**src/rtl/lsu_split_pkg.sv**
```systemverilog
package lsu_split_pkg;

  typedef enum logic [1:0] {
    SZ_BYTE = 2'd0,
    SZ_HALF = 2'd1,
    SZ_WORD = 2'd2
  } acc_size_e;

  typedef enum logic [2:0] {
    ST_IDLE  = 3'd0,
    ST_REQ1  = 3'd1,
    ST_WAIT1 = 3'd2,
    ST_REQ2  = 3'd3,
    ST_WAIT2 = 3'd4
  } seq_state_e;

endpackage

```
**src/rtl/lsu_split_lane.sv**
```systemverilog
module lsu_split_lane #(
  parameter int DATA_W = 32,
  localparam int BYTES = DATA_W / 8,
  localparam int OFF_W = $clog2(BYTES)
) (
  input  logic [OFF_W-1:0]  off_i,
  input  logic [1:0]        size_i,
  input  logic [DATA_W-1:0] wdata_i,
  output logic [BYTES-1:0]  be_lo_o,
  output logic [BYTES-1:0]  be_hi_o,
  output logic [DATA_W-1:0] wd_lo_o,
  output logic [DATA_W-1:0] wd_hi_o,
  output logic              split_o
);
  int unsigned          nb;
  logic [2*BYTES-1:0]   mask;
  logic [2*BYTES-1:0]   be_all;
  logic [2*DATA_W-1:0]  wd_all;

  always_comb begin
    case (size_i)
      2'd0:    nb = 1;
      2'd1:    nb = 2;
      default: nb = BYTES;
    endcase
    for (int i = 0; i < 2*BYTES; i++) begin
      mask[i] = (i < nb);
    end
    // lanes follow the original offset for both beats
    be_all = mask << off_i;
    wd_all = {{DATA_W{1'b0}}, wdata_i} << {off_i, 3'b000};
  end

  assign be_lo_o = be_all[BYTES-1:0];
  assign be_hi_o = be_all[2*BYTES-1:BYTES];
  assign wd_lo_o = wd_all[DATA_W-1:0];
  assign wd_hi_o = wd_all[2*DATA_W-1:DATA_W];
  assign split_o = |be_all[2*BYTES-1:BYTES];

endmodule

```
**src/rtl/lsu_split_align.sv**
```systemverilog
module lsu_split_align #(
  parameter int DATA_W = 32,
  localparam int BYTES = DATA_W / 8,
  localparam int OFF_W = $clog2(BYTES)
) (
  input  logic [OFF_W-1:0]  off_i,
  input  logic [1:0]        size_i,
  input  logic              signed_i,
  input  logic [DATA_W-1:0] lo_i,
  input  logic [DATA_W-1:0] hi_i,
  output logic [DATA_W-1:0] result_o
);
  int unsigned         nb;
  logic [2*DATA_W-1:0] shifted;
  logic                fill;

  always_comb begin
    shifted = {hi_i, lo_i} >> {off_i, 3'b000};
    case (size_i)
      2'd0: begin
        nb   = 1;
        fill = signed_i & shifted[7];
      end
      2'd1: begin
        nb   = 2;
        fill = signed_i & shifted[15];
      end
      default: begin
        nb   = BYTES;
        fill = signed_i & shifted[DATA_W-1];
      end
    endcase
    for (int i = 0; i < BYTES; i++) begin
      if (i < nb) result_o[8*i +: 8] = shifted[8*i +: 8];
      else        result_o[8*i +: 8] = {8{fill}};
    end
  end

endmodule

```
**src/rtl/lsu_split_seq.sv**
```systemverilog
module lsu_split_seq
  import lsu_split_pkg::*;
(
  input  logic clk,
  input  logic rst_n,
  input  logic req_valid_i,
  input  logic split_i,
  input  logic bus_gnt_i,
  input  logic bus_rvalid_i,
  input  logic bus_err_i,
  output logic req_ready_o,
  output logic busy_o,
  output logic bus_req_o,
  output logic beat2_o,
  output logic take_lo_o,
  output logic finish_o
);
  seq_state_e state_q, state_d;

  always_comb begin
    state_d = state_q;
    case (state_q)
      ST_IDLE:  if (req_valid_i) state_d = ST_REQ1;
      ST_REQ1:  if (bus_gnt_i) state_d = ST_WAIT1;
      ST_WAIT1: if (bus_rvalid_i) state_d = (bus_err_i || !split_i) ? ST_IDLE : ST_REQ2;
      ST_REQ2:  if (bus_gnt_i) state_d = ST_WAIT2;
      ST_WAIT2: if (bus_rvalid_i) state_d = ST_IDLE;
      default:  state_d = ST_IDLE;
    endcase
  end

  always_ff @(posedge clk or negedge rst_n) begin
    if (!rst_n) state_q <= ST_IDLE;
    else        state_q <= state_d;
  end

  assign req_ready_o = (state_q == ST_IDLE);
  assign busy_o      = (state_q != ST_IDLE);
  assign bus_req_o   = (state_q == ST_REQ1) || (state_q == ST_REQ2);
  assign beat2_o     = (state_q == ST_REQ2) || (state_q == ST_WAIT2);
  assign take_lo_o   = (state_q == ST_WAIT1) && bus_rvalid_i && !bus_err_i && split_i;
  assign finish_o    = ((state_q == ST_WAIT1) && bus_rvalid_i && (bus_err_i || !split_i))
                    || ((state_q == ST_WAIT2) && bus_rvalid_i);

  AST_ERR_CANCELS_BEAT2: assert property (@(posedge clk) disable iff (!rst_n)
    (state_q == ST_WAIT1 && bus_rvalid_i && bus_err_i) |=> (!bus_req_o && !busy_o));

  AST_TAKE_STARTS_BUS: assert property (@(posedge clk) disable iff (!rst_n)
    (req_valid_i && req_ready_o) |=> (bus_req_o && busy_o && !req_ready_o));

  AST_SPLIT_GOES_BEAT2: assert property (@(posedge clk) disable iff (!rst_n)
    take_lo_o |=> (bus_req_o && beat2_o));

endmodule

```
**src/rtl/lsu_split.sv**
```systemverilog
module lsu_split
  import lsu_split_pkg::*;
#(
  parameter int ADDR_W = 32,
  parameter int DATA_W = 32,
  localparam int BYTES = DATA_W / 8,
  localparam int OFF_W = $clog2(BYTES)
) (
  input  logic              clk,
  input  logic              rst_n,
  input  logic              req_valid,
  output logic              req_ready,
  input  logic              req_we,
  input  logic [1:0]        req_size,
  input  logic              req_signed,
  input  logic [ADDR_W-1:0] req_addr,
  input  logic [DATA_W-1:0] req_wdata,
  output logic              busy,
  output logic              rsp_valid,
  output logic              rsp_err,
  output logic [DATA_W-1:0] rsp_rdata,
  output logic [ADDR_W-1:0] rsp_err_addr,
  output logic              bus_req,
  input  logic              bus_gnt,
  output logic [ADDR_W-1:0] bus_addr,
  output logic              bus_we,
  output logic [BYTES-1:0]  bus_be,
  output logic [DATA_W-1:0] bus_wdata,
  input  logic              bus_rvalid,
  input  logic [DATA_W-1:0] bus_rdata,
  input  logic              bus_err
);
  logic [ADDR_W-1:0] a_addr_q;
  logic [1:0]        a_size_q;
  logic              a_signed_q;
  logic              a_we_q;
  logic [DATA_W-1:0] a_wdata_q;
  logic [DATA_W-1:0] rd_lo_q;

  logic [BYTES-1:0]  be_lo, be_hi;
  logic [DATA_W-1:0] wd_lo, wd_hi;
  logic              split, beat2, take_lo, finish;
  logic [ADDR_W-1:0] base_addr, next_addr;
  logic [DATA_W-1:0] al_lo, al_hi, al_res;

  lsu_split_seq u_seq (
    .clk          (clk),
    .rst_n        (rst_n),
    .req_valid_i  (req_valid),
    .split_i      (split),
    .bus_gnt_i    (bus_gnt),
    .bus_rvalid_i (bus_rvalid),
    .bus_err_i    (bus_err),
    .req_ready_o  (req_ready),
    .busy_o       (busy),
    .bus_req_o    (bus_req),
    .beat2_o      (beat2),
    .take_lo_o    (take_lo),
    .finish_o     (finish)
  );

  always_ff @(posedge clk or negedge rst_n) begin
    if (!rst_n) begin
      a_addr_q   <= '0;
      a_size_q   <= '0;
      a_signed_q <= 1'b0;
      a_we_q     <= 1'b0;
      a_wdata_q  <= '0;
    end else if (req_valid && req_ready) begin
      a_addr_q   <= req_addr;
      a_size_q   <= req_size;
      a_signed_q <= req_signed;
      a_we_q     <= req_we;
      a_wdata_q  <= req_wdata;
    end
  end

  lsu_split_lane #(.DATA_W(DATA_W)) u_lane (
    .off_i   (a_addr_q[OFF_W-1:0]),
    .size_i  (a_size_q),
    .wdata_i (a_wdata_q),
    .be_lo_o (be_lo),
    .be_hi_o (be_hi),
    .wd_lo_o (wd_lo),
    .wd_hi_o (wd_hi),
    .split_o (split)
  );

  assign base_addr = {a_addr_q[ADDR_W-1:OFF_W], {OFF_W{1'b0}}};
  assign next_addr = base_addr + ADDR_W'(BYTES);

  assign bus_addr  = beat2 ? next_addr : base_addr;
  assign bus_be    = beat2 ? be_hi : be_lo;
  assign bus_wdata = beat2 ? wd_hi : wd_lo;
  assign bus_we    = a_we_q;

  always_ff @(posedge clk or negedge rst_n) begin
    if (!rst_n)       rd_lo_q <= '0;
    else if (take_lo) rd_lo_q <= bus_rdata;
  end

  assign al_lo = beat2 ? rd_lo_q : bus_rdata;
  assign al_hi = beat2 ? bus_rdata : '0;

  lsu_split_align #(.DATA_W(DATA_W)) u_align (
    .off_i    (a_addr_q[OFF_W-1:0]),
    .size_i   (a_size_q),
    .signed_i (a_signed_q),
    .lo_i     (al_lo),
    .hi_i     (al_hi),
    .result_o (al_res)
  );

  always_ff @(posedge clk or negedge rst_n) begin
    if (!rst_n) begin
      rsp_valid    <= 1'b0;
      rsp_err      <= 1'b0;
      rsp_rdata    <= '0;
      rsp_err_addr <= '0;
    end else begin
      rsp_valid <= finish;
      if (finish) begin
        rsp_err      <= bus_err;
        rsp_rdata    <= (!a_we_q && !bus_err) ? al_res : '0;
        rsp_err_addr <= !bus_err ? '0 : (beat2 ? next_addr : a_addr_q);
      end
    end
  end

  AST_BUS_HOLD: assert property (@(posedge clk) disable iff (!rst_n)
    (bus_req && !bus_gnt) |=> (bus_req && $stable(bus_addr) && $stable(bus_be)
                               && $stable(bus_wdata) && $stable(bus_we)));

  AST_ADDR_ALIGNED: assert property (@(posedge clk) disable iff (!rst_n)
    bus_req |-> (bus_addr[OFF_W-1:0] == '0));

  AST_BE_PRESENT: assert property (@(posedge clk) disable iff (!rst_n)
    bus_req |-> (bus_be != '0));

  AST_RSP_AFTER_BUS: assert property (@(posedge clk) disable iff (!rst_n)
    rsp_valid |-> ($past(bus_rvalid) && !busy));

endmodule

```
**config.mk**
```make
export PLATFORM = sky130hd
export DESIGN_NAME = lsu_split
export DESIGN_NICKNAME = d
export VERILOG_FILES = /design/src/rtl/lsu_split_pkg.sv /design/src/rtl/lsu_split_lane.sv /design/src/rtl/lsu_split_align.sv /design/src/rtl/lsu_split_seq.sv /design/src/rtl/lsu_split.sv
export SDC_FILE = /design/constraint.sdc
export NUM_CORES = 1
export LEC_CHECK = 0
export CORE_MARGIN = 5
export CORE_UTILIZATION = 34
export CTS_CLUSTER_SIZE = 28
export DETAILED_ROUTE_END_ITERATION = 8
export GPL_TIMING_DRIVEN = 0
export MAX_ROUTING_LAYER = met4
export PLACE_DENSITY = 0.59
export RECOVER_POWER = 25
export SYNTH_ARGS = -nofsm -noshare
export SYNTH_HDL_FRONTEND = slang
export SYNTH_SLANG_ARGS = --single-unit
```
**constraint.sdc**
```tcl
create_clock -name clk -period 3.8 [get_ports clk]
set_input_delay 0.76 -clock clk [delete_from_list [all_inputs] [get_ports clk]]
set_output_delay 0.76 -clock clk [all_outputs]
set_load 0.05 [all_outputs]
```
## Word level (Yosys, flattened, before mapping)

Cells that the tools add are included.

- Multiplexer cells: 21
- Reduce and logical (&&, ||, !) cells: 19
- $lt $le $gt $ge: 8
- Bitwise operators: 3
- Shift operators: 3
- Add/sub/neg operators: 1
- Equal/unequal tests: 10

Operators by type and width:

| cell | count |
|---|---|
| 2-to-1 mux 32 bit | 7 |
| << shifter 32 x 5 -> 64 bit | 1 |
| >> shifter 64 x 5 -> 32 bit | 1 |
| adder 32 x 3 -> 32 bit (second input constant) | 1 |
| 2-to-1 mux 8 bit | 4 |
| 2-to-1 mux 3 bit | 5 |
| case mux 3 bit (5 select lines) | 1 |
| < comparator 3 bit (first input constant) | 4 |
| inequality test 2 bit (second input constant) | 5 |
| << shifter 8 x 2 -> 8 bit | 1 |
| logical AND 1 bit | 7 |
| equality test 3 x 2 -> 1 bit (second input constant) | 2 |
| < comparator 1 x 3 -> 1 bit (first input constant) | 2 |
| < comparator 2 x 3 -> 1 bit (first input constant) | 2 |
| case mux 3 bit (2 select lines) | 1 |
| AND reduction 5 bit | 1 |
| logical OR 1 bit | 4 |
| 2-to-1 mux 4 bit | 1 |
| OR reduction 4 bit | 1 |
| bitwise AND 1 bit | 3 |
| equality test 3 x 1 -> 1 bit (second input constant) | 1 |
| equality test 3 bit (second input constant) | 1 |
| logical NOT 1 bit | 3 |
| logical NOT 3 bit | 1 |
| other kinds (5) | 5 |

- Logic and storage cells: 76
- Bits in registers: 169
- Output and inout port bits: 138

## Logic depth before layout (Yosys ltp)

Gate-level depths: netlist of the first run.

- Depth in word-level cells: 10
- Depth in mapped cells: 14

## Modules after synthesis

Synthesis of the first run repeated with hierarchy kept, for this count alone.

- Cells, all modules: 929
- Area, all modules: 10381.2 µm²

By module, submodules not included:

| module | cells each | area an instance (µm²) | instances |
|---|---|---|---|
| lsu_split | 649 | 8101.5 | 1 |
| lsu_split_align | 130 | 1106.1 | 1 |
| lsu_split_lane | 119 | 883.3 | 1 |
| lsu_split_seq | 31 | 290.3 | 1 |

## Least setup slack after synthesis of the first run

OpenSTA, ideal clock, no wires.

- Kind: register to output
- Start point: reg a_size_q[0]
- End point: out bus_be[0]
- Slack: 0.357 ns
- Stages on the path, launching flop included: 9
- Arrival: 2.683 ns
- Data required time: 3.040 ns
- Path through: dfrtp_1 nor2_2 clkinv_1 ha_1 buf_2 nand2b_1 a21oi_1 a31oi_1 o21ai_0

- Longest elaborated chain between the ends: 5
- Elaborated cells between the ends (all ways): 13

Ends and longest elaborated chain:

| item | line | text |
|---|---|---|
| from (decl) | lsu_split.sv:34 | `logic [1:0] a_size_q;` |
| from (signal assigned) | lsu_split.sv:71 | `a_size_q <= req_size;` |
| equality test 2 x 1 -> 1 bit / logical NOT 2 bit (equally long branches) | lsu_split_lane.sv:21 | `case (size_i)` |
| case mux 3 bit (2 select lines) (*) | lsu_split_lane.sv:21 |  |
| < comparator 1 x 3 -> 1 bit, or another cell as far along | lsu_split_lane.sv:27 | `mask[i] = (i < nb);` |
| << shifter 8 x 2 -> 8 bit (*) | lsu_split_lane.sv:30 | `be_all = mask << off_i;` |
| 2-to-1 mux 4 bit (*) | lsu_split.sv:93 | `assign bus_be = beat2 ? be_hi : be_lo;` |
| to (decl) | lsu_split.sv:27 | `output logic [BYTES-1:0] bus_be,` |

Every way passes the cells marked *; elsewhere a longest branch is shown, timed or not.

## Worst setup path in the final report of the first run

- Start point: reg u_seq.state_q[0]
- End point: out bus_wdata[23]

- Longest elaborated chain between the ends: 3
- Elaborated cells between the ends (all ways): 4

Ends and longest elaborated chain:

| item | line | text |
|---|---|---|
| from (decl) | lsu_split_seq.sv:18 | `seq_state_e state_q, state_d;` |
| from (signal assigned) | lsu_split_seq.sv:34 | `else state_q <= state_d;` |
| equality test 3 x 2 -> 1 bit / equality test 3 bit (equally long branches) | lsu_split_seq.sv:40 | `assign beat2_o = (state_q == ST_REQ2) \|\| (state_q == ST_WAIT2);` |
| logical OR 1 bit (*) | lsu_split_seq.sv:40 |  |
| 2-to-1 mux 32 bit (*) | lsu_split.sv:94 | `assign bus_wdata = beat2 ? wd_hi : wd_lo;` |
| to (decl) | lsu_split.sv:28 | `output logic [DATA_W-1:0] bus_wdata,` |

Marked as above.

==> results of run 1 <==
-- registers in the layout (all words and copies together), names as in the netlist --
signal / count
a_addr_q: 32
rd_lo_q: 32
bus_we: 1
a_wdata_q: 32
u_seq.state_q: 3
rsp_err: 1
a_size_q: 2
rsp_rdata: 32
rsp_valid: 1
a_signed_q: 1
rsp_err_addr: 32
-- worst reg2reg max path: cells and delay by family (launching register included) --
family,cells,cell delay [ns]
flip-flops,1,0.48
adder cells (fa/ha/maj),1,0.25
multiplexers,1,0.36
AND/OR/NAND/NOR,4,1.24
AO/OA/AOI/OAI,2,0.49
buffers and inverters,3,0.72
-- synth_stat cells (18+ instances only) --
cell / number / area share, %
dfrtp_1: 169 / 41
nand2_1: 99 / 3.6
mux2_2: 93 / 10
o21ai_0: 76 / 3.7
mux2i_1: 46 / 4.5
clkbuf_1: 38 / 1.4
nor2_1: 37 / 1.3
a21oi_1: 30 / 1.5
buf_2: 30 / 1.5
a22o_1: 29 / 2.5
nand3_1: 24 / 1.2
xnor2_1: 23 / 2.0
a31oi_1: 20 / 1.2
and2_1: 18 / 1.1
-- metrics by stage --
step           hold slack [ns]  setup slack, ns  instance area (um^2)
6_report                 0.478           0.0583                 13800
5_1_grt                  0.514          -0.0498                 13800
4_1_cts                  0.220          0.00162                 13800
3_5_place_dp             0.465           -0.784                 13200
3_3_place_gp             0.464            -5.41                 13200
2_1_floorplan            0.464            0.357                 10300
-- what timing repair did --
item | CTS | global route
gates resized for setup | 208 | 67
endpoints found under the hold margin | 0 | 0
setup buffers | 1 | 0
pin swaps | 1 | 1
setup endpoints to repair | 94 | 56
-- layout make-up --
type / instances / area (um^2) / area share, %
inverter: 17 / 65.1 / 0.472
clock buffer: 17 / 425 / 3.09
buffer: 86 / 448 / 3.25
tap: 390 / 488 / 3.54
antenna: 3 / 7.51 / 0.0545
multi-input combinational: 765 / 5650 / 41.0
sequential: 169 / 4230 / 30.7
clock inverter: 15 / 151 / 1.10
timing repair buffer: 243 / 2310 / 16.8
-- per-layer routing --
layer | GRT usage [%] | share of wire, % | vias to the layer above
met4 | 7.84 | 2.9 | 0
met2 | 34.5 | 45 | 421
met3 | 5.43 | 7.7 | 65
met5 | - | 0 | -
li1 | - | - | 4439
met1 | 33.3 | 45 | 4954
-- how the worst max path moves through the flow --
| stage | startpoint | to | slack (ns) | cells after the start |
|---|---|---|---|---|
| finish | u_seq.state_q[0] | bus_wdata[23] | 0.06 | 9 |
| floorplan | a_size_q[0] | bus_be[0] | 0.36 | 8 |
| detailed placement | a_size_q[0] | bus_be[2] | -0.78 | 9 |
| global placement | rst_n | rsp_err_addr[19] | -5.41 | 1 |
| global route | a_addr_q[1] | bus_be[3] | -0.05 | 8 |
| CTS | u_seq.state_q[0] | bus_addr[27] | 0.002 | 7 |
-- logic make-up after synthesis --
logic type                 after synthesis
buffers and inverters                  103
and+or+nand+nor                        276
AOI/OAI and AO/OA                      308
muxes                                  145
adders and majority gates                3
xor gates and xnor gates                31
other                                    1
DFF                                    169
==> qor.txt, run 1 <==
critical path type - reg -> out
Final Cycle Share - 98.5%
Initial Utilization - 34.6%
CTS tree - built
Yosys cell types - 75
sequential fraction of the synthesis area - 41.0%
number of synthesized flops with an enable pin - 0
drt initial violations - 981
mux contribution to synthesized area - 15.9%
clock tree buffer depth - 2
number of synthesized register bits - 169
fmax - 267 MHz
Inserted Clock Buffers - 17
Layout Nets - 1408
CP required - 3.04 ns
largest family of logic cells by synthesized area - compound AO/OA/AOI/OAI gates
vias in the first global route - 9667
setup TNS - 0 ns
Reg2Reg Capture Point - rd_lo_q[6]
FF-to-FF path depth - 11
number of port buffers - 241
compound-gate portion of the synthesized area - 21.2%
CP Cell Sequence - buf_4, buf_4, nand3b_4, nand2_8, buf_4, clkbuf_4, clkbuf_4, o31ai_1, clkbuf_4
most common cell after layout, fill and taps aside - clkdlybuf4s50_1
flop2flop setup slack - 0.14 ns
crit path time final - 3.74 ns
most frequent cells in the layout - clkdlybuf4s50_1 (175), dfrtp_1 (168), nand2_1 (97)
Finished Core Util - 46.2%
residual DRC count - 0
ys async rst share - 100%
global-route wire length before repair - 60400 um
crit start category - register
Worst Hold Class - reg -> reg
max_slew headroom - -102%
critical path endpoint category - output port
Clk Latency, worst-skew pair - 0.44 ns
CP delay by family, top - buffers and inverters
Worst path slowest cell - dfrtp_1
non-filler cells in the finished layout - 1705
die width - 184 um
Vias/cell - 5.79
Synth Area in Simple Gates - 14.1%
Hold Vio Cnt, Final - 0
Core Rows - 63
Clock transition at path regs - 0.07 ns
WHS Endpoint - rsp_err_addr[0]
failing checks - max-capacitance violations, max-slew violations
Syn Inst Count - 1036
RSZ-0062 raised after global routing - yes
Via Count - 9879
skew final - 0.0141 ns
crit path DAT - 2.98 ns
Layout area overhead - 33.7%
Final GP Congestion - 0.947
DIE HEIGHT - 184 um
status - finished, violations left
Hold Buf Count CTS - 0
max-slew violation count - 54
largest net degree at the start of global routing - 117
I/O pin total - 244
1st-pass router iterations - 6
Total GRT Usage - 23.9%
depth of the worst hold-timing path - 2
crit path buf inv count - 6
Routed Antenna Nets - 0
Placed Cells - 1669
wire per inst - 23.6 um
adder-cell share of the synthesized area - 0.364%
gr ovfl total - 0
Core Box Area - 29800 um^2
CP Max Fanout - 10
Max-cap violations - 1
CP max stage delay - 0.41 ns
Root Buffer - clkbuf_16
Fillers - 2913
Sink Count - 169
routed wire length - 40200 um
Slew @ Worst Pin - 3.03 ns
min-delay src - rsp_err_addr[0]
H-tree depth - 4
cell area after synthesis - 10300 um^2
Main synth FF type - dfrtp_1
Setup Viol. Count Final - 0
Syn. warnings - 0
share of cells above drive strength 1 - 21.4%
initial antenna violation count - 3
Synth Area in XOR/XNOR - 2.63%
DIE AREA - 33900 um^2
Syn Area/Cell - 9.95 um^2
reg-to-reg startpoint - a_size_q[0]
post-DP HPWL - 30800 um
Power of run 1 is not shown: default switching activity piles up to over one toggle a cycle in this logic, so the estimate is an artifact.
==> run 2: changes to the inputs <==
--- a/config.mk
+++ b/config.mk
@@ -5,13 +5,14 @@
 export SDC_FILE = /design/constraint.sdc
 export NUM_CORES = 1
 export LEC_CHECK = 0
+export ABC_AREA = 1
 export CORE_MARGIN = 5
 export CORE_UTILIZATION = 34
 export CTS_CLUSTER_SIZE = 28
 export DETAILED_ROUTE_END_ITERATION = 8
 export GPL_TIMING_DRIVEN = 0
 export MAX_ROUTING_LAYER = met4
-export PLACE_DENSITY = 0.59
+export PLACE_DENSITY = 0.6
 export RECOVER_POWER = 25
 export SYNTH_ARGS = -nofsm -noshare
 export SYNTH_HDL_FRONTEND = slang
==> run 2 against run 1 <==
Compared with the run above: the run still ends with max-capacitance violations, max-slew violations left; clock-buffer cell count is 1 higher; first-iteration DRC count decreased by 5.5%; design area down 4.7%; clock skew shrank 0.00088 ns; utilization decreased by 0.24 points; critical path depth unchanged; final cell count rose by 18%; hold slack improved by 0.0016 ns; global-route usage is 1.1 points higher; routed wire length fell by 1.0%; synthesized cell count increased by 30%; critical path type unchanged; highest routed layer unchanged.
==> qor.txt, run 2 <==
Hold Buf Count CTS - 0 (unchanged)
Max-cap violations - 1 (unchanged)
wire per inst - 19.8 um (was 23.6 um)
number of port buffers - 241 (unchanged)
cell area after synthesis - 9780 um^2 (was 10300 um^2)
H-tree depth - 4 (unchanged)
failing checks - max-capacitance violations, max-slew violations (unchanged)
gr ovfl total - 0 (unchanged)
largest family of logic cells by synthesized area - simple AND/OR/NAND/NOR gates (was compound AO/OA/AOI/OAI gates)
CP Max Fanout - 10 (unchanged)
critical path type - reg -> out (unchanged)
max-slew violation count - 56 (was 54)
Post-CTS Setup Inserts - 0 (was 1)
Routed Antenna Nets - 0 (unchanged)
WHS - 0.479 ns (was 0.478 ns)
die width - 180 um (was 184 um)
number of synthesized register bits - 169 (unchanged)
Vias/cell - 5.16 (was 5.79)
crit path DAT - 2.95 ns (was 2.98 ns)
setup TNS - 0 ns (unchanged)
flop2flop setup slack - 0.61 ns (was 0.14 ns)
critical path endpoint category - output port (unchanged)
fmax - 270 MHz (was 267 MHz)
Core Rows - 62 (was 63)
top cells by count, synth - nand2_1 (392), dfrtp_1 (169), inv_1 (118) (was dfrtp_1 (169), nand2_1 (99), mux2_2 (93))
max_slew headroom - -82.9% (was -102%)
residual DRC count - 0 (unchanged)
initial antenna violation count - 2 (was 3)
crit path time final - 3.71 ns (was 3.74 ns)
post-synth top area cell - dfrtp_1 (unchanged)
Hold Vio Cnt, Final - 0 (unchanged)
CP delay by family, top - buffers and inverters (unchanged)
Worst Hold Class - reg -> reg (unchanged)
CP required - 3.04 ns (about the same)
Sink Count - 169 (unchanged)
Synth Area in Simple Gates - 26.2% (was 14.1%)
share of cells above drive strength 1 - 12.0% (was 21.4%)
ys async rst share - 100% (unchanged)
Clock transition at path regs - 0.07 ns (about the same)
Syn Inst Count - 1349 (was 1036)
most common cell after layout, fill and taps aside - nand2_1 (was clkdlybuf4s50_1)
largest net degree at the start of global routing - 115 (was 117)
Root Buffer - clkbuf_16 (unchanged)
sequential fraction of the synthesis area - 43.3% (was 41.0%)
cell with the most instances after synthesis - nand2_1 (was dfrtp_1)
DIE HEIGHT - 180 um (was 184 um)
Inserted Clock Buffers - 17 (unchanged)
Final Cycle Share - 97.6% (was 98.5%)
drt initial violations - 927 (was 981)
Syn Area/Cell - 7.25 um^2 (was 9.95 um^2)
Synth Area in XOR/XNOR - 1.79% (was 2.63%)
Slew @ Worst Pin - 2.74 ns (was 3.03 ns)
Syn. warnings - 0 (unchanged)
non-filler cells in the finished layout - 2009 (was 1705)
CTS tree - built (unchanged)
post-route cell area - 13100 um^2 (was 13800 um^2)
Total GRT Usage - 25.0% (was 23.9%)
routed wire length - 39800 um (was 40200 um)
crit start category - register (unchanged)
CP Cell Sequence - o21ai_1, nand2_2, buf_2, buf_6, buf_4, nand2_1, buf_2, o211ai_1, buf_4 (was buf_4, buf_4, nand3b_4, nand2_8, buf_4, clkbuf_4, clkbuf_4, o31ai_1, clkbuf_4)
Via Count - 10358 (was 9879)
Setup Viol. Count Final - 0 (unchanged)
RSZ-0062 raised after global routing - no (was yes)
DIE AREA - 32200 um^2 (was 33900 um^2)
CP max stage delay - 0.50 ns (was 0.41 ns)
synth top area cells - dfrtp_1 (43%), nand2_1 (15%), inv_1 (4.5%), o21ai_0 (4.5%), nor2_1 (4.4%) (was dfrtp_1 (41%), mux2_2 (10%), mux2i_1 (4.5%), o21ai_0 (3.7%), nand2_1 (3.6%))
most frequent cells in the layout - nand2_1 (391), clkdlybuf4s50_1 (176), dfrtp_1 (169) (was clkdlybuf4s50_1 (175), dfrtp_1 (168), nand2_1 (97))
adder-cell share of the synthesized area - 0.384% (was 0.364%)
number of synthesized flops with an enable pin - 0 (unchanged)
top cell type's share of synthesized area - 43.3% (was 41.0%)
Main synth FF type - dfrtp_1 (unchanged)
global-route wire length before repair - 61700 um (was 60400 um)
Final GP Congestion - 0.962 (was 0.947)
Layout area overhead - 34.3% (was 33.7%)
I/O pin total - 244 (unchanged)
post-DP HPWL - 31200 um (was 30800 um)
compound-gate portion of the synthesized area - 16.2% (was 21.2%)
Cell Area, Placed - 12700 um^2 (was 13200 um^2)
skew final - 0.0132 ns (was 0.0141 ns)
vias in the first global route - 10164 (was 9667)
Placed Cells - 1976 (was 1669)
crit path buf inv count - 5 (was 6)
Worst path slowest cell - dfrtp_1 (unchanged)
Core Box Area - 28500 um^2 (was 29800 um^2)
Clk Latency, worst-skew pair - 0.43 ns (was 0.44 ns)
clock tree buffer depth - 2 (unchanged)
status - finished, violations left (unchanged)
Layout Nets - 1719 (was 1408)
mux contribution to synthesized area - 3.56% (was 15.9%)
Yosys cell types - 39 (was 75)
Initial Utilization - 34.2% (was 34.6%)
1st-pass router iterations - 5 (was 6)
## run 2: changes by cell type in the layout (fill, tap and decap cells not counted), moves of 18 or more
cell      before  now
nand3_1       24   78
mux2i_1       46    1
o21ai_1       14   82
nor2_1        36  115
nand2_1       97  391
o22ai_1       11   32
a21oi_1       29   61
a31oi_1       20    1
clkbuf_2      27   48
mux2_2        93   30
inv_1         15  118
and2_1        18    0
a22o_1        29    0
## run 2: final cells by class
type / count / area [um^2]
Fill cell: 3028 / 15400
Multi-Input combinational cell: 976 / 4750
Sequential cell: 169 / 4230
Timing Repair Buffer: 242 / 2220
Inverter: 129 / 485
Tap cell: 384 / 480
Clock buffer: 18 / 439
Buffer: 75 / 369
Clock inverter: 14 / 156
Antenna cell: 2 / 5.00
## run 2: through the flow
stage,setup slack (ns),util [%]
floorplan,0.578,-
global placement,-5.39,44.4
detailed placement,-0.265,44.5
CTS,0.000811,46.5
global route,0.00509,46.0
finish,0.0904,46.0
## run 2: worst paths after layout
kind,startpoint,cells past startpoint,end
worst min-delay path,rsp_err_addr[22],2,rsp_err_addr[22]
min in group asynchronous,rst_n,1,rd_lo_q[27]
worst max-delay path,u_seq.state_q[2],9,bus_be[3]
worst min register to register,rsp_err_addr[22],2,rsp_err_addr[22]
worst max register to register,a_size_q[0],15,rsp_err_addr[0]
max in group asynchronous,rst_n,1,bus_we
## run 2: timing repair
| item | 4_1_cts | 5_1_grt |
|---|---|---|
| resized for setup | 108 | 94 |
| pin swaps | 0 | 1 |
| setup endpoints to repair | 62 | 58 |
## run 2: tightest hold or removal path, delay by kind of cell, from the launching register on
| family | cells | cell delay, ns |
|---|---|---|
| flip-flops | 1 | 0.34 |
| AND/OR/NAND/NOR | 2 | 0.11 |
## run 2: cells by family after synthesis
| group | Yosys count |
|---|---|
| AND/OR/NAND/NOR | 627 |
| flip-flops | 169 |
| other | 1 |
| multiplexers | 31 |
| buffers and inverters | 205 |
| AO/OA/AOI/OAI | 293 |
| adder cells (fa/ha/maj) | 3 |
| XOR/XNOR | 20 |
## run 2: routing by layer
layer | up-vias | global-route usage (%) | share of wire (%)
li1 | 4924 | - | -
met1 | 4987 | 35.2 | 46
met2 | 401 | 37.3 | 45
met3 | 46 | 4.43 | 7.0
met4 | 0 | 6.46 | 2.0
met5 | - | - | 0
Power of run 2 is left out for the same reason.
==> run 3: changes to the inputs <==
--- a/config.mk
+++ b/config.mk
@@ -6,7 +6,7 @@
 export NUM_CORES = 1
 export LEC_CHECK = 0
 export ABC_AREA = 1
-export CORE_MARGIN = 5
+export CORE_MARGIN = 2
 export CORE_UTILIZATION = 34
 export CTS_CLUSTER_SIZE = 28
 export DETAILED_ROUTE_END_ITERATION = 8
==> run 3 against run 2 <==
Compared with the run above: the run still ends with max-capacitance violations, max-slew violations left; critical endpoint is now bus_wdata[7]; critical path depth shrank 3; design area grew 0.19%; via count about the same; first-iteration DRC count decreased by 9.3%; clock skew about the same; hold slack better by 0.0013 ns.
==> qor.txt, run 3 (same netlist as run 2, synthesis figures left out) <==
Initial Utilization - 34.3% (was 34.2%)
most common cell after layout, fill and taps aside - nand2_1 (unchanged)
I/O pin total - 244 (unchanged)
Via Count - 10363 (was 10358)
Hold Buf Count CTS - 0 (unchanged)
Layout area overhead - 34.5% (was 34.3%)
max-slew violation count - 106 (was 56)
pre-CTS WS - -0.240 ns (was -0.265 ns)
crit path time final - 3.70 ns (was 3.71 ns)
share of cells above drive strength 1 - 11.9% (was 12.0%)
skew final - 0.0135 ns (was 0.0132 ns)
Final GP Congestion - 0.942 (was 0.962)
drt initial violations - 841 (was 927)
CTS tree - built (unchanged)
Clock transition at path regs - 0.07 ns (about the same)
CP Max Fanout - 10 (unchanged)
1st-pass router iterations - 6 (was 5)
routed wire length - 40400 um (was 39800 um)
global-route wire length before repair - 61900 um (was 61700 um)
CP required - 3.04 ns (about the same)
Core Rows - 62 (unchanged)
Root Buffer - clkbuf_16 (unchanged)
largest net degree at the start of global routing - 107 (was 115)
CP Cell Sequence - clkbuf_1, buf_2, clkbuf_1, a21oi_1, o22ai_1, clkdlybuf4s15_2 (was o21ai_1, nand2_2, buf_2, buf_6, buf_4, nand2_1, buf_2, o211ai_1, buf_4)
Slew @ Worst Pin - 2.77 ns (was 2.74 ns)
setup TNS - 0 ns (unchanged)
Core Box Area - 28500 um^2 (about the same)
crit path buf inv count - 4 (was 5)
DIE AREA - 30100 um^2 (was 32200 um^2)
critical path endpoint category - output port (unchanged)
DIE HEIGHT - 174 um (was 180 um)
gr ovfl total - 0 (unchanged)
Max-cap violations - 1 (unchanged)
# diodes - 0 (was 2)
vias in the first global route - 10189 (was 10164)
residual DRC count - 0 (unchanged)
clock tree buffer depth - 2 (unchanged)
status - finished, violations left (unchanged)
max_slew headroom - -84.4% (was -82.9%)
fmax - 270 MHz (about the same)
RSZ-0062 raised after global routing - yes (was no)
Worst Hold Class - reg -> reg (unchanged)
initial antenna violation count - 0 (was 2)
Final Cycle Share - 97.3% (was 97.6%)
Setup Viol. Count Final - 0 (unchanged)
Sink Count - 169 (unchanged)
Clk Latency, worst-skew pair - 0.44 ns (was 0.43 ns)
wire per inst - 20.1 um (was 19.8 um)
Worst path slowest cell - clkbuf_1 (was dfrtp_1)
post-DP HPWL - 31100 um (was 31200 um)
CP dominant cell by count - clkbuf_1
Worst Slack Setup Final - 0.103 ns (was 0.0904 ns)
Inserted Clock Buffers - 17 (unchanged)
Routed Antenna Nets - 0 (unchanged)
failing checks - max-capacitance violations, max-slew violations (unchanged)
die width - 174 um (was 180 um)
Layout Nets - 1721 (was 1719)
crit start category - register (unchanged)
CP max stage delay - 0.45 ns (was 0.50 ns)
Vias/cell - 5.16 (about the same)
H-tree depth - 4 (unchanged)
crit path DAT - 2.94 ns (was 2.95 ns)
critical path type - reg -> out (unchanged)
most frequent cells in the layout - nand2_1 (391), clkdlybuf4s50_1 (176), dfrtp_1 (169) (unchanged)
CP delay by family, top - buffers and inverters (unchanged)
Hold Vio Cnt, Final - 0 (unchanged)
number of port buffers - 241 (unchanged)
Total GRT Usage - 27.7% (was 25.0%)
-- run 3: changes by cell type in the layout (fill, tap and decap cells not counted), moves of 2 or more --
cell             previous run  this run
clkdlybuf4s15_1             0         3
clkinv_4                    3         0
diode_2                     2         0
clkbuf_2                   48        42
inv_6                       2         5
clkbuf_4                    3         5
clkdlybuf4s15_2             5         7
-- run 3: through the flow --
stage | util (%) | instances | hold slack, ns | instance area (um^2)
2_1_floorplan | - | 1350 | 0.448 | 9780
3_3_place_gp | 44.5 | 1975 | 0.463 | 12700
3_5_place_dp | 44.6 | 1976 | 0.465 | 12700
4_1_cts | 46.6 | 2008 | 0.414 | 13300
5_1_grt | 46.2 | 2009 | 0.510 | 13200
6_report | 46.2 | 2009 | 0.481 | 13200
-- run 3: what timing repair did --
| item | in CTS | in global routing |
|---|---|---|
| endpoints found under the hold margin | 0 | 0 |
| buffers inserted | 0 | 1 |
| pin swaps | 0 | 2 |
| gates resized for setup | 107 | 95 |
| cloned | 0 | 0 |
| setup endpoints to repair | 62 | 54 |
-- run 3: area by class of cell --
type / count / area, um^2
Buffer: 76 / 374
Clock buffer: 18 / 439
Clock inverter: 14 / 148
Fill cell: 2945 / 15300
Inverter: 129 / 485
Multi-Input combinational cell: 976 / 4750
Sequential cell: 169 / 4230
Tap cell: 384 / 480
Timing Repair Buffer: 243 / 2250
-- run 3: worst paths after layout --
path                          startpoint          endpoint  slack (ns)  cells after the start
max reg2reg                  a_size_q[0]   rsp_err_addr[0]        0.66                     13
max in group asynchronous          rst_n      a_addr_q[22]        0.99                      1
min reg2reg                rsp_rdata[23]     rsp_rdata[23]        0.48                      2
min                        rsp_rdata[23]     rsp_rdata[23]        0.48                      2
max                          a_addr_q[1]      bus_wdata[7]        0.10                      6
min in group asynchronous          rst_n  rsp_err_addr[13]        1.18                      1
-- run 3: worst register-to-register path, delay by kind of cell, from the launching register on --
kind | cells | cell delay (ns)
adder cells (fa/ha/maj) | 1 | 0.43
flip-flops | 1 | 0.41
buffers and inverters | 2 | 0.39
AO/OA/AOI/OAI | 1 | 0.17
AND/OR/NAND/NOR | 9 | 1.68
-- run 3: per-layer routing --
layer	vias up	GRT usage (%)	part of all wire [%]
li1	4920	-	-
met1	4990	38.4	46
met2	408	41.9	45
met3	45	4.80	7.2
met4	0	7.53	2.1
met5	-	-	0
Power of run 3 is left out for the same reason.
